$ cat config.mk
export PLATFORM = sky130hd
export DESIGN_NAME = uart_rx_line
export DESIGN_NICKNAME = d
export VERILOG_FILES = /design/src/rtl/uart_rx_pkg.sv /design/src/rtl/uart_rx_sync.sv /design/src/rtl/uart_rx_deser.sv /design/src/rtl/uart_rx_fifo.sv /design/src/rtl/uart_rx_line.sv
export SDC_FILE = /design/constraint.sdc
export NUM_CORES = 1
export LEC_CHECK = 0
export BUFFER_PORTS_ARGS = -buffer_cell sky130_fd_sc_hd__buf_4
export CORE_MARGIN = 4
export CORE_UTILIZATION = 30
export CTS_BUF_LIST = sky130_fd_sc_hd__clkbuf_4 sky130_fd_sc_hd__clkbuf_8
export DETAILED_ROUTE_END_ITERATION = 7
export PLACE_DENSITY_LB_ADDON = 0.1
export SETUP_SLACK_MARGIN = 0.3
export SKIP_LAST_GASP = 1
export SLEW_MARGIN = 20
export SYNTH_ARGS = -nofsm -noshare
export SYNTH_HDL_FRONTEND = slang
export SYNTH_SLANG_ARGS = --single-unit
$ cat constraint.sdc
create_clock -name clk -period 4.4 [get_ports clk]
set_clock_uncertainty 0.2 [all_clocks]
set_input_delay 0.22 -clock clk [delete_from_list [all_inputs] [get_ports clk]]
set_output_delay 0.22 -clock clk [all_outputs]
set_load 0.01 [all_outputs]
$ cat src/rtl/uart_rx_pkg.sv
package uart_rx_pkg;
   localparam int unsigned CHAR_W = 8;

   typedef struct packed {
      logic              brk;
      logic              frm;
      logic              par;
      logic [CHAR_W-1:0] data;
   } rx_char_t;

   typedef enum logic [2:0] {
      S_IDLE, S_START, S_DATA, S_PAR, S_STOP, S_STOP2, S_BRK
   } rx_state_e;
endpackage

$ cat src/rtl/uart_rx_sync.sv
module uart_rx_sync #(
   parameter int unsigned STAGES = 2
) (
   input  logic clk,
   input  logic rst_n,
   input  logic d_in,
   output logic d_out
);
   generate
      if (STAGES == 0) begin : g_bypass
         assign d_out = d_in;
      end else begin : g_chain
         logic [STAGES-1:0] q;
         always_ff @(posedge clk or negedge rst_n) begin
            if (!rst_n) begin
               q <= '1;
            end else begin
               q[0] <= d_in;
               for (int i = 1; i < int'(STAGES); i++) q[i] <= q[i-1];
            end
         end
         assign d_out = q[STAGES-1];
      end
   endgenerate
endmodule

$ cat src/rtl/uart_rx_deser.sv
module uart_rx_deser
   import uart_rx_pkg::*;
#(
   parameter int unsigned STOP2_TICKS = 26
) (
   input  logic       clk,
   input  logic       rst_n,
   input  logic       tick,
   input  logic       rx,
   input  logic [1:0] cfg_data_bits,
   input  logic       cfg_par_en,
   input  logic       cfg_par_odd,
   input  logic       cfg_two_stop,
   output logic       push,
   output rx_char_t   push_char
);
   localparam int unsigned CW = $clog2(STOP2_TICKS + 1) > 4 ? $clog2(STOP2_TICKS + 1) : 4;
   localparam logic [CW-1:0] MID_CNT  = CW'(7);
   localparam logic [CW-1:0] BIT_CNT  = CW'(15);
   localparam logic [CW-1:0] STOP2_CNT = CW'(STOP2_TICKS - 1);

   rx_state_e         state;
   logic [CW-1:0]     cnt;
   logic [2:0]        bidx;
   logic [CHAR_W-1:0] shreg;
   logic              par_acc, saw_one, par_bad;
   logic [2:0]        last_idx;

   assign last_idx = 3'd4 + {1'b0, cfg_data_bits};

   always_ff @(posedge clk or negedge rst_n) begin
      if (!rst_n) begin
         state     <= S_IDLE;
         cnt       <= '0;
         bidx      <= '0;
         shreg     <= '0;
         par_acc   <= 1'b0;
         saw_one   <= 1'b0;
         par_bad   <= 1'b0;
         push      <= 1'b0;
         push_char <= '0;
      end else begin
         push <= 1'b0;
         if (tick) begin
            unique case (state)
               S_IDLE: begin
                  if (!rx) begin
                     state <= S_START;
                     cnt   <= '0;
                  end
               end
               S_START: begin
                  if (cnt == MID_CNT) begin
                     cnt <= '0;
                     if (!rx) begin
                        state   <= S_DATA;
                        bidx    <= '0;
                        shreg   <= '0;
                        par_acc <= 1'b0;
                        saw_one <= 1'b0;
                        par_bad <= 1'b0;
                     end else begin
                        state <= S_IDLE;
                     end
                  end else begin
                     cnt <= cnt + 1'b1;
                  end
               end
               S_DATA: begin
                  if (cnt == BIT_CNT) begin
                     cnt         <= '0;
                     shreg[bidx] <= rx;
                     par_acc     <= par_acc ^ rx;
                     saw_one     <= saw_one | rx;
                     if (bidx == last_idx) state <= cfg_par_en ? S_PAR : S_STOP;
                     else                  bidx  <= bidx + 1'b1;
                  end else begin
                     cnt <= cnt + 1'b1;
                  end
               end
               S_PAR: begin
                  if (cnt == BIT_CNT) begin
                     cnt     <= '0;
                     par_bad <= rx ^ par_acc ^ cfg_par_odd;
                     saw_one <= saw_one | rx;
                     state   <= S_STOP;
                  end else begin
                     cnt <= cnt + 1'b1;
                  end
               end
               S_STOP: begin
                  if (cnt == BIT_CNT) begin
                     cnt  <= '0;
                     push <= 1'b1;
                     if (rx) begin
                        push_char <= '{brk: 1'b0, frm: 1'b0, par: par_bad, data: shreg};
                        state     <= cfg_two_stop ? S_STOP2 : S_IDLE;
                     end else if (!saw_one) begin
                        push_char <= '{brk: 1'b1, frm: 1'b0, par: 1'b0, data: '0};
                        state     <= S_BRK;
                     end else begin
                        // low stop slot becomes the start bit of the next character
                        push_char <= '{brk: 1'b0, frm: 1'b1, par: par_bad, data: shreg};
                        state     <= S_DATA;
                        bidx      <= '0;
                        shreg     <= '0;
                        par_acc   <= 1'b0;
                        saw_one   <= 1'b0;
                        par_bad   <= 1'b0;
                     end
                  end else begin
                     cnt <= cnt + 1'b1;
                  end
               end
               S_STOP2: begin
                  if (cnt == STOP2_CNT) begin
                     cnt   <= '0;
                     state <= S_IDLE;
                  end else begin
                     cnt <= cnt + 1'b1;
                  end
               end
               S_BRK: begin
                  if (rx) state <= S_IDLE;
               end
               default: state <= S_IDLE;
            endcase
         end
      end
   end
endmodule

$ cat src/rtl/uart_rx_fifo.sv
module uart_rx_fifo
   import uart_rx_pkg::*;
#(
   parameter int unsigned DEPTH = 16
) (
   input  logic     clk,
   input  logic     rst_n,
   input  logic     push,
   input  rx_char_t wdata,
   input  logic     pop,
   output rx_char_t rdata,
   output logic     empty,
   output logic     pop_fire
);
   localparam int unsigned AW = (DEPTH > 1) ? $clog2(DEPTH) : 1;
   localparam logic [AW:0] FULL_CNT = (AW+1)'(DEPTH);

   rx_char_t      mem [DEPTH];
   logic [AW-1:0] wr_ptr, rd_ptr, wr_nxt, rd_nxt;
   logic [AW:0]   count;
   logic          push_ok;

   generate
      if ((DEPTH & (DEPTH - 1)) == 0) begin : g_pow2
         assign wr_nxt = wr_ptr + 1'b1;
         assign rd_nxt = rd_ptr + 1'b1;
      end else begin : g_mod
         assign wr_nxt = (wr_ptr == AW'(DEPTH - 1)) ? '0 : wr_ptr + 1'b1;
         assign rd_nxt = (rd_ptr == AW'(DEPTH - 1)) ? '0 : rd_ptr + 1'b1;
      end
   endgenerate

   assign empty    = (count == '0);
   assign push_ok  = push && (count != FULL_CNT);
   assign pop_fire = pop && !empty;
   assign rdata    = mem[rd_ptr];

   always_ff @(posedge clk) begin
      if (push_ok) mem[wr_ptr] <= wdata;
   end

   always_ff @(posedge clk or negedge rst_n) begin
      if (!rst_n) begin
         wr_ptr <= '0;
         rd_ptr <= '0;
         count  <= '0;
      end else begin
         if (push_ok)  wr_ptr <= wr_nxt;
         if (pop_fire) rd_ptr <= rd_nxt;
         unique case ({push_ok, pop_fire})
            2'b10:   count <= count + 1'b1;
            2'b01:   count <= count - 1'b1;
            default: count <= count;
         endcase
      end
   end
endmodule

$ cat src/rtl/uart_rx_line.sv
module uart_rx_line
   import uart_rx_pkg::*;
#(
   parameter int unsigned DEPTH       = 16,
   parameter int unsigned SYNC_STAGES = 2
) (
   input  logic       clk,
   input  logic       rst_n,
   input  logic       tick16,
   input  logic       rxd,
   input  logic [1:0] cfg_data_bits,
   input  logic       cfg_par_en,
   input  logic       cfg_par_odd,
   input  logic       cfg_two_stop,
   input  logic       rd_data,
   input  logic       rd_status,
   output logic [7:0] data_out,
   output logic       data_ready,
   output logic       st_break,
   output logic       st_frame,
   output logic       st_parity
);
   generate
      if (DEPTH < 2) begin : g_bad_depth
         $error("uart_rx_line: DEPTH must be at least 2");
      end
      if (SYNC_STAGES > 4) begin : g_bad_sync
         $error("uart_rx_line: SYNC_STAGES must not exceed 4");
      end
   endgenerate

   logic     rx_s, push, empty, pop_fire, cleared;
   rx_char_t push_char, head;

   uart_rx_sync #(.STAGES(SYNC_STAGES)) u_sync (
      .clk(clk), .rst_n(rst_n), .d_in(rxd), .d_out(rx_s)
   );

   uart_rx_deser u_deser (
      .clk(clk), .rst_n(rst_n), .tick(tick16), .rx(rx_s),
      .cfg_data_bits(cfg_data_bits), .cfg_par_en(cfg_par_en),
      .cfg_par_odd(cfg_par_odd), .cfg_two_stop(cfg_two_stop),
      .push(push), .push_char(push_char)
   );

   uart_rx_fifo #(.DEPTH(DEPTH)) u_fifo (
      .clk(clk), .rst_n(rst_n), .push(push), .wdata(push_char),
      .pop(rd_data), .rdata(head), .empty(empty), .pop_fire(pop_fire)
   );

   always_ff @(posedge clk or negedge rst_n) begin
      if (!rst_n)                   cleared <= 1'b0;
      else if (pop_fire)            cleared <= 1'b0;
      else if (rd_status && !empty) cleared <= 1'b1;
   end

   assign data_ready = !empty;
   assign data_out   = empty ? '0 : head.data;
   assign st_break   = !empty && !cleared && head.brk;
   assign st_frame   = !empty && !cleared && head.frm;
   assign st_parity  = !empty && !cleared && head.par;
endmodule

**After elaboration in Yosys (flattened, before gate mapping)**

Memory sizes are Yosys's and may differ from the RTL's.
Cells that the tools add are included.

- Register bits: 50
- Bits in writable memories: 176
- Logic and storage cells: 145
- Memories: 1

- Add/sub/neg operators: 7
- Order comparisons: 2
- Equality and inequality tests: 26
- Muxes and demuxes: 62
- Bitwise operators: 3
- Reduce and logical (&&, ||, !) cells: 27

Memory list:

| name | depth | bits a word | rd ports | clocked after memory_dff | write ports | RTL line | source |
|---|---|---|---|---|---|---|---|
| u_fifo.mem | 16 | 11 | 1 | 0 | 1 | uart_rx_fifo.sv:18 | `rx_char_t mem [DEPTH];` |

Operator list:

| kind | number |
|---|---|
| $mux W3 | 19 |
| $mux W8 | 7 |
| $pmux W8 S3 | 1 |
| $mux W11 | 2 |
| $pmux W3 S7 | 1 |
| $mux W5 | 4 |
| $pmux W5 S4 | 1 |
| $mux W1 | 19 |
| $reduce_and A9 Y1 | 2 |
| $ne A2 B1 Y1 const B | 8 |
| $reduce_and A8 Y1 | 2 |
| $add A5 B1 Y5 const B | 2 |
| $ne A2 B2 Y1 const B | 5 |
| $pmux W5 S2 | 1 |
| $eq A3 B3 Y1 const B | 3 |
| $pmux W1 S3 | 3 |
| $pmux W3 S3 | 1 |
| $reduce_bool A3 Y1 | 3 |
| $add A4 B1 Y4 const B | 2 |
| $bwmux W8 | 1 |
| $logic_and A1 B1 Y1 | 8 |
| $eq A3 B2 Y1 const B | 2 |
| $reduce_and A3 Y1 | 2 |
| $eq A5 B3 Y1 const B | 1 |
| other kinds (24) | 27 |

**Longest topological paths before layout**

- Depth after elaboration: 7
- Mapped depth: 14

**Modules after synthesis**

Synthesis repeated with hierarchy kept, for this count alone.

- Cell total of the unflattened synthesis: 658
- Area, all modules: 9,915.8 µm²

Modules (own cells, without submodules):

| module | instances | cells an instance | area an instance (µm²) | seq. area each (µm²) |
|---|---|---|---|---|
| uart_rx_fifo | 1 | 405 | 7,567.3 | 5,610.4 |
| uart_rx_deser | 1 | 233 | 2,160.8 | 850.8 |
| uart_rx_line | 1 | 18 | 135.1 | 25.0 |
| uart_rx_sync | 1 | 2 | 52.6 | 52.6 |

**Worst setup path before layout**

OpenSTA, ideal clock, no wires.

- Path kind: reg2reg
- Start point: reg u_fifo.count[2]
- End point: reg u_fifo.count[4]
- Setup time: 0.080 ns
- Arrival time: 2.905 ns
- Data required time: 4.120 ns
- Slack: 1.215 ns
- Stages on the path, launching flop included: 15
- Cells stage by stage: dfrtp_1 buf_2 nor4_2 and2b_1 inv_1 and2_1 clkbuf_1 ha_1 clkbuf_1 xor2_1 ha_1 a21boi_0 o32ai_1 nor4b_1 xnor2_1

- Word-level cells in the longest chain between the ends: 5
- Elaborated cells between the ends (all ways): 11
- Those cells by class: add/sub (2); eq/ne (3); mux (1); reduce/logical (5)

Ends and longest elaborated chain:

| what | RTL line | source |
|---|---|---|
| from (decl) | uart_rx_fifo.sv:20 | `logic [AW:0] count;` |
| from (signal assigned) | uart_rx_fifo.sv:51 | `2'b10: count <= count + 1'b1;` |
| from (signal assigned) | uart_rx_fifo.sv:52 | `2'b01: count <= count - 1'b1;` |
| from (signal assigned) | uart_rx_fifo.sv:53 | `default: count <= count;` |
| $logic_not A5 Y1 (*) | uart_rx_fifo.sv:33 | `assign empty = (count == '0);` |
| $logic_not A1 Y1 (*) | - |  |
| net data_ready | uart_rx_line.sv:18 | `output logic data_ready,` |
| $logic_and A1 B1 Y1 (*) | uart_rx_fifo.sv:35 | `assign pop_fire = pop && !empty;` |
| net pop_fire | uart_rx_line.sv:32 | `logic rx_s, push, empty, pop_fire, cleared;` |
| $eq A2 B1 Y1 / $eq A2 B2 Y1 (equally long branches) | uart_rx_fifo.sv:50 | `unique case ({push_ok, pop_fire})` |
| $pmux W5 S2 / $reduce_bool A2 Y1 (equally long branches) | - |  |

The timed path passes the listed nets; every way through them passes the cells marked *.
A chain may end at the register's enable or synchronous reset.

**Final worst setup path**

- Start point: reg u_fifo.count[2]
- End point: reg u_fifo.count[4]

- Word-level cells in the longest chain between the ends: 5
- Elaborated cells between the ends (all ways): 11
- Those cells by class: add/sub (2); eq/ne (3); mux (1); reduce/logical (5)

Ends and longest elaborated chain:

| what |
|---|
| parallel branches: the longest is 5 deep, another holds $sub A5 B1 Y5 |

Parallel ways; which one is timed is not known.

==> impl_metrics.env <==
export IMPL_reg2reg_setup_slack_ns=1.02
export IMPL_antenna_found_initial=0
export IMPL_net_switching_power_mw=1.696
export IMPL_r2r_start="u_fifo.count[2]"
export IMPL_synth_common_cells="edfxtp_1, dfrtp_1, mux4_2"
export IMPL_fin_nets=685
export IMPL_grt_pass1_wl_mm=33.79
export IMPL_globalRouteOverflowTotal=0
export IMPL_path_class="flop to flop"
export IMPL_num_vias=5339
export IMPL_max_freq_mhz=295.6
export IMPL_peakVddDrop_v=0.0002676
export IMPL_netlist_cell_type_count=70
export IMPL_port_buffers=22
export IMPL_netlist_area_leader_share_pct=54.46
export IMPL_required_ns=4.64
export IMPL_dr_first_iter_drc_count=169
export IMPL_place_congestion=0.7286
export IMPL_cts_resized=0
export IMPL_cts_max_path_buffers=3
export IMPL_clkLatencyLatePin_ns=0.53
export IMPL_viasPerCell=4.885
export IMPL_ys_async_sr_fraction_pct=22.12
export IMPL_cts_sinks=226
export IMPL_drt_pass1_iterations=6
export IMPL_design_die_area_mm2=0.03529
export IMPL_synth_area_per_cell_um2=16.09
export IMPL_diodes=0
export IMPL_critPathMaxFanout=13
export IMPL_synth_most_common_cell="edfxtp_1"
export IMPL_fin_crit_sh_pct=76.89
export IMPL_worst_ep_arrival_time_ns=3.63
export IMPL_layout_drive_gt1_share_pct=26.19
export IMPL_setup_viol=0
export IMPL_netlist_instances=603
export IMPL_ios=23
export IMPL_setup_tns_ns=0
export IMPL_die_h_um=187.9
export IMPL_rows=65
export IMPL_synth_area_mm2=0.009704
export IMPL_outcome="finished clean"
export IMPL_utilization_pct=35.50
export IMPL_seq_power_share_pct=47.8
export IMPL_initial_utilization_pct=30.60
export IMPL_maxCapViolCount=0
export IMPL_cts_tree="built"
export IMPL_p_clk_share_pct=34.4
export IMPL_detail_route_wl_per_cell_um=19.61
export IMPL_hold_viol=0
export IMPL_die_width_um=187.9
export IMPL_cts_setup_buffers=0
export IMPL_p_comb_share_pct=17.8
export IMPL_rsz0062_at_grt="no"
export IMPL_totalPowerFinal_mw=5.664
export IMPL_yosys_area_top_type="edfxtp_1"
export IMPL_r2r_end="u_fifo.count[4]"
export IMPL_maxSlewViolCount=0
export IMPL_track_usage_pct=12.33
export IMPL_synth_edf_count=176
export IMPL_rr_worst_depth=11
export IMPL_core_mm2=0.03172
export IMPL_synthFlopType="edfxtp_1"
export IMPL_grt_max_degree=51
export IMPL_syn2layout_area_growth_pct=16.04
export IMPL_switching_share_pct=29.95
export IMPL_worstMarginPinSlew_ns=0.9480
export IMPL_dp_hpwl_mm=13.09
export IMPL_leakagePower_nw=4.198
export IMPL_yosysSeqAreaShare_pct=67.38
export IMPL_fin_crit_ns=3.383
export IMPL_internal_power_mw=3.968
export IMPL_hold_ws_ns=0.05551
export IMPL_drc=0
export IMPL_yosys_warnings=0
export IMPL_syn_nets=628
export IMPL_ant_nets=0
export IMPL_max_slew_margin_pct=36.80
export IMPL_path_clk_slew_ns=0.06
export IMPL_hp_class="input pin to flop"
export IMPL_start_kind="flop"
export IMPL_wirelength_mm=21.43
export IMPL_ys_ff_latch=226
export IMPL_grt_pass1_vias=5691
export IMPL_htreeDepth=2
export IMPL_critical_path_startpoint="u_fifo.count[2]"
export IMPL_numCtsBuffers=42
export IMPL_p_per_area_mw_per_mm2=503.0
export IMPL_endpoint="u_fifo.count[4]"
export IMPL_end_kind="flop"
export IMPL_synthTopCellsByArea="edfxtp_1, dfrtp_1, mux4_2, mux2i_1, ha_1"
export IMPL_cts_root_buf="clkbuf_8"
==> how the worst min path moves through the flow <==
stage,from,end,slack (ns),depth (start not counted)
after floorplan,rst_n,cleared,-0.28,0
after global placement,rst_n,u_deser.cnt[0],0.12,1
after detailed placement,rst_n,u_deser.cnt[0],0.13,1
after CTS,cfg_data_bits[1],u_deser.state[1],0.02,5
after global routing,cfg_data_bits[1],u_deser.bidx[2],0.07,5
final,cfg_data_bits[1],u_deser.state[1],0.06,5
==> cell usage in the layout, fill, tap and decap left out, types with 9 or more instances in the layout <==
cell type,n
mux4_2,44
nor2b_1,9
o22ai_1,9
clkbuf_8,45
xnor2_1,10
mux2i_1,19
dfrtp_1,45
inv_1,15
buf_4,41
clkinv_1,11
dlygate4sd3_1,9
a21oi_1,12
clkbuf_4,10
o31ai_1,10
edfxtp_1,176
o21ai_0,23
nor2_1,21
ha_1,14
nand2b_1,9
nand2_1,42
==> per-layer routing <==
metal,global-route usage (%),part of all wire (%)
met4,3.727,2.2
met3,2.401,3.9
met2,21.03,50
met5,0,0
met1,16.00,44
==> power by group through the flow <==
| stage | clock (mW) | combinational, mW | sequential (mW) |
|---|---|---|---|
| final | 1.95 | 1.01 | 2.71 |
| after global routing | 2.15 | 1.12 | 2.75 |
| after CTS | 2.04 | 1.04 | 2.72 |
| after detailed placement | 0 | 1.02 | 2.77 |
| after global placement | 0 | 1.01 | 2.76 |
| after floorplan | 0 | 1.02 | 2.46 |
==> cells by family after synthesis <==
group / count (synthesis) / synth area share (%)
buf+inv: 52 / 2.488
fa+ha+maj: 14 / 1.805
mux: 69 / 12.87
xor+xnor: 16 / 1.444
flops: 226 / 67.38
compound gates: 95 / 6.692
simple gates: 131 / 7.323
==> layout make-up <==
cell class                      instances  area, µm²
Clock buffer                           55      694.4
Timing Repair Buffer                   50      397.9
Multi-Input combinational cell        325       2944
Clock inverter                         20      122.6
Sequential cell                       226       6543
Tap cell                              402      503.0
Inverter                               15      56.30
Fill cell                            3075      20460
==> metrics by stage <==
step           area [µm²]  std cells  setup WS (ns)
6_report            11260       1093          1.017
5_1_grt             11260       1093         0.7822
4_1_cts             11260       1093         0.8969
3_5_place_dp        10350       1009          1.028
3_3_place_gp        10350       1009          1.079
2_1_floorplan        9704        603          1.215
==> worst max-delay path, stage by stage, from the launching register on <==
cell and delay (ns):
dfrtp_1 0.47, nor4_2 0.37, and2b_1 0.21, inv_1 0.13
and2_1 0.25, ha_1 0.36, xor2_1 0.20, ha_1 0.26
nor3_1 0.25, nor4_1 0.11, nor4b_1 0.33, xnor2_1 0.16
==> registers in the layout (all words and copies together), names as in the netlist <==
signal	flops
u_fifo.mem	176
u_deser.push_char	11
u_deser.shreg	8
u_deser.cnt	5
u_fifo.count	5
u_fifo.rd_ptr	4
u_fifo.wr_ptr	4
u_deser.bidx	3
u_deser.state	3
u_sync.g_chain.q	2
cleared	1
u_deser.par_acc	1
u_deser.par_bad	1
u_deser.push	1
u_deser.saw_one	1
==> timing repair <==
item / in CTS / in global routing
setup endpoints to repair: 0 / 0
endpoints found under the hold margin: 59 / 0
hold buffers: 9 / 0
Power figures use the tool's default switching activity.
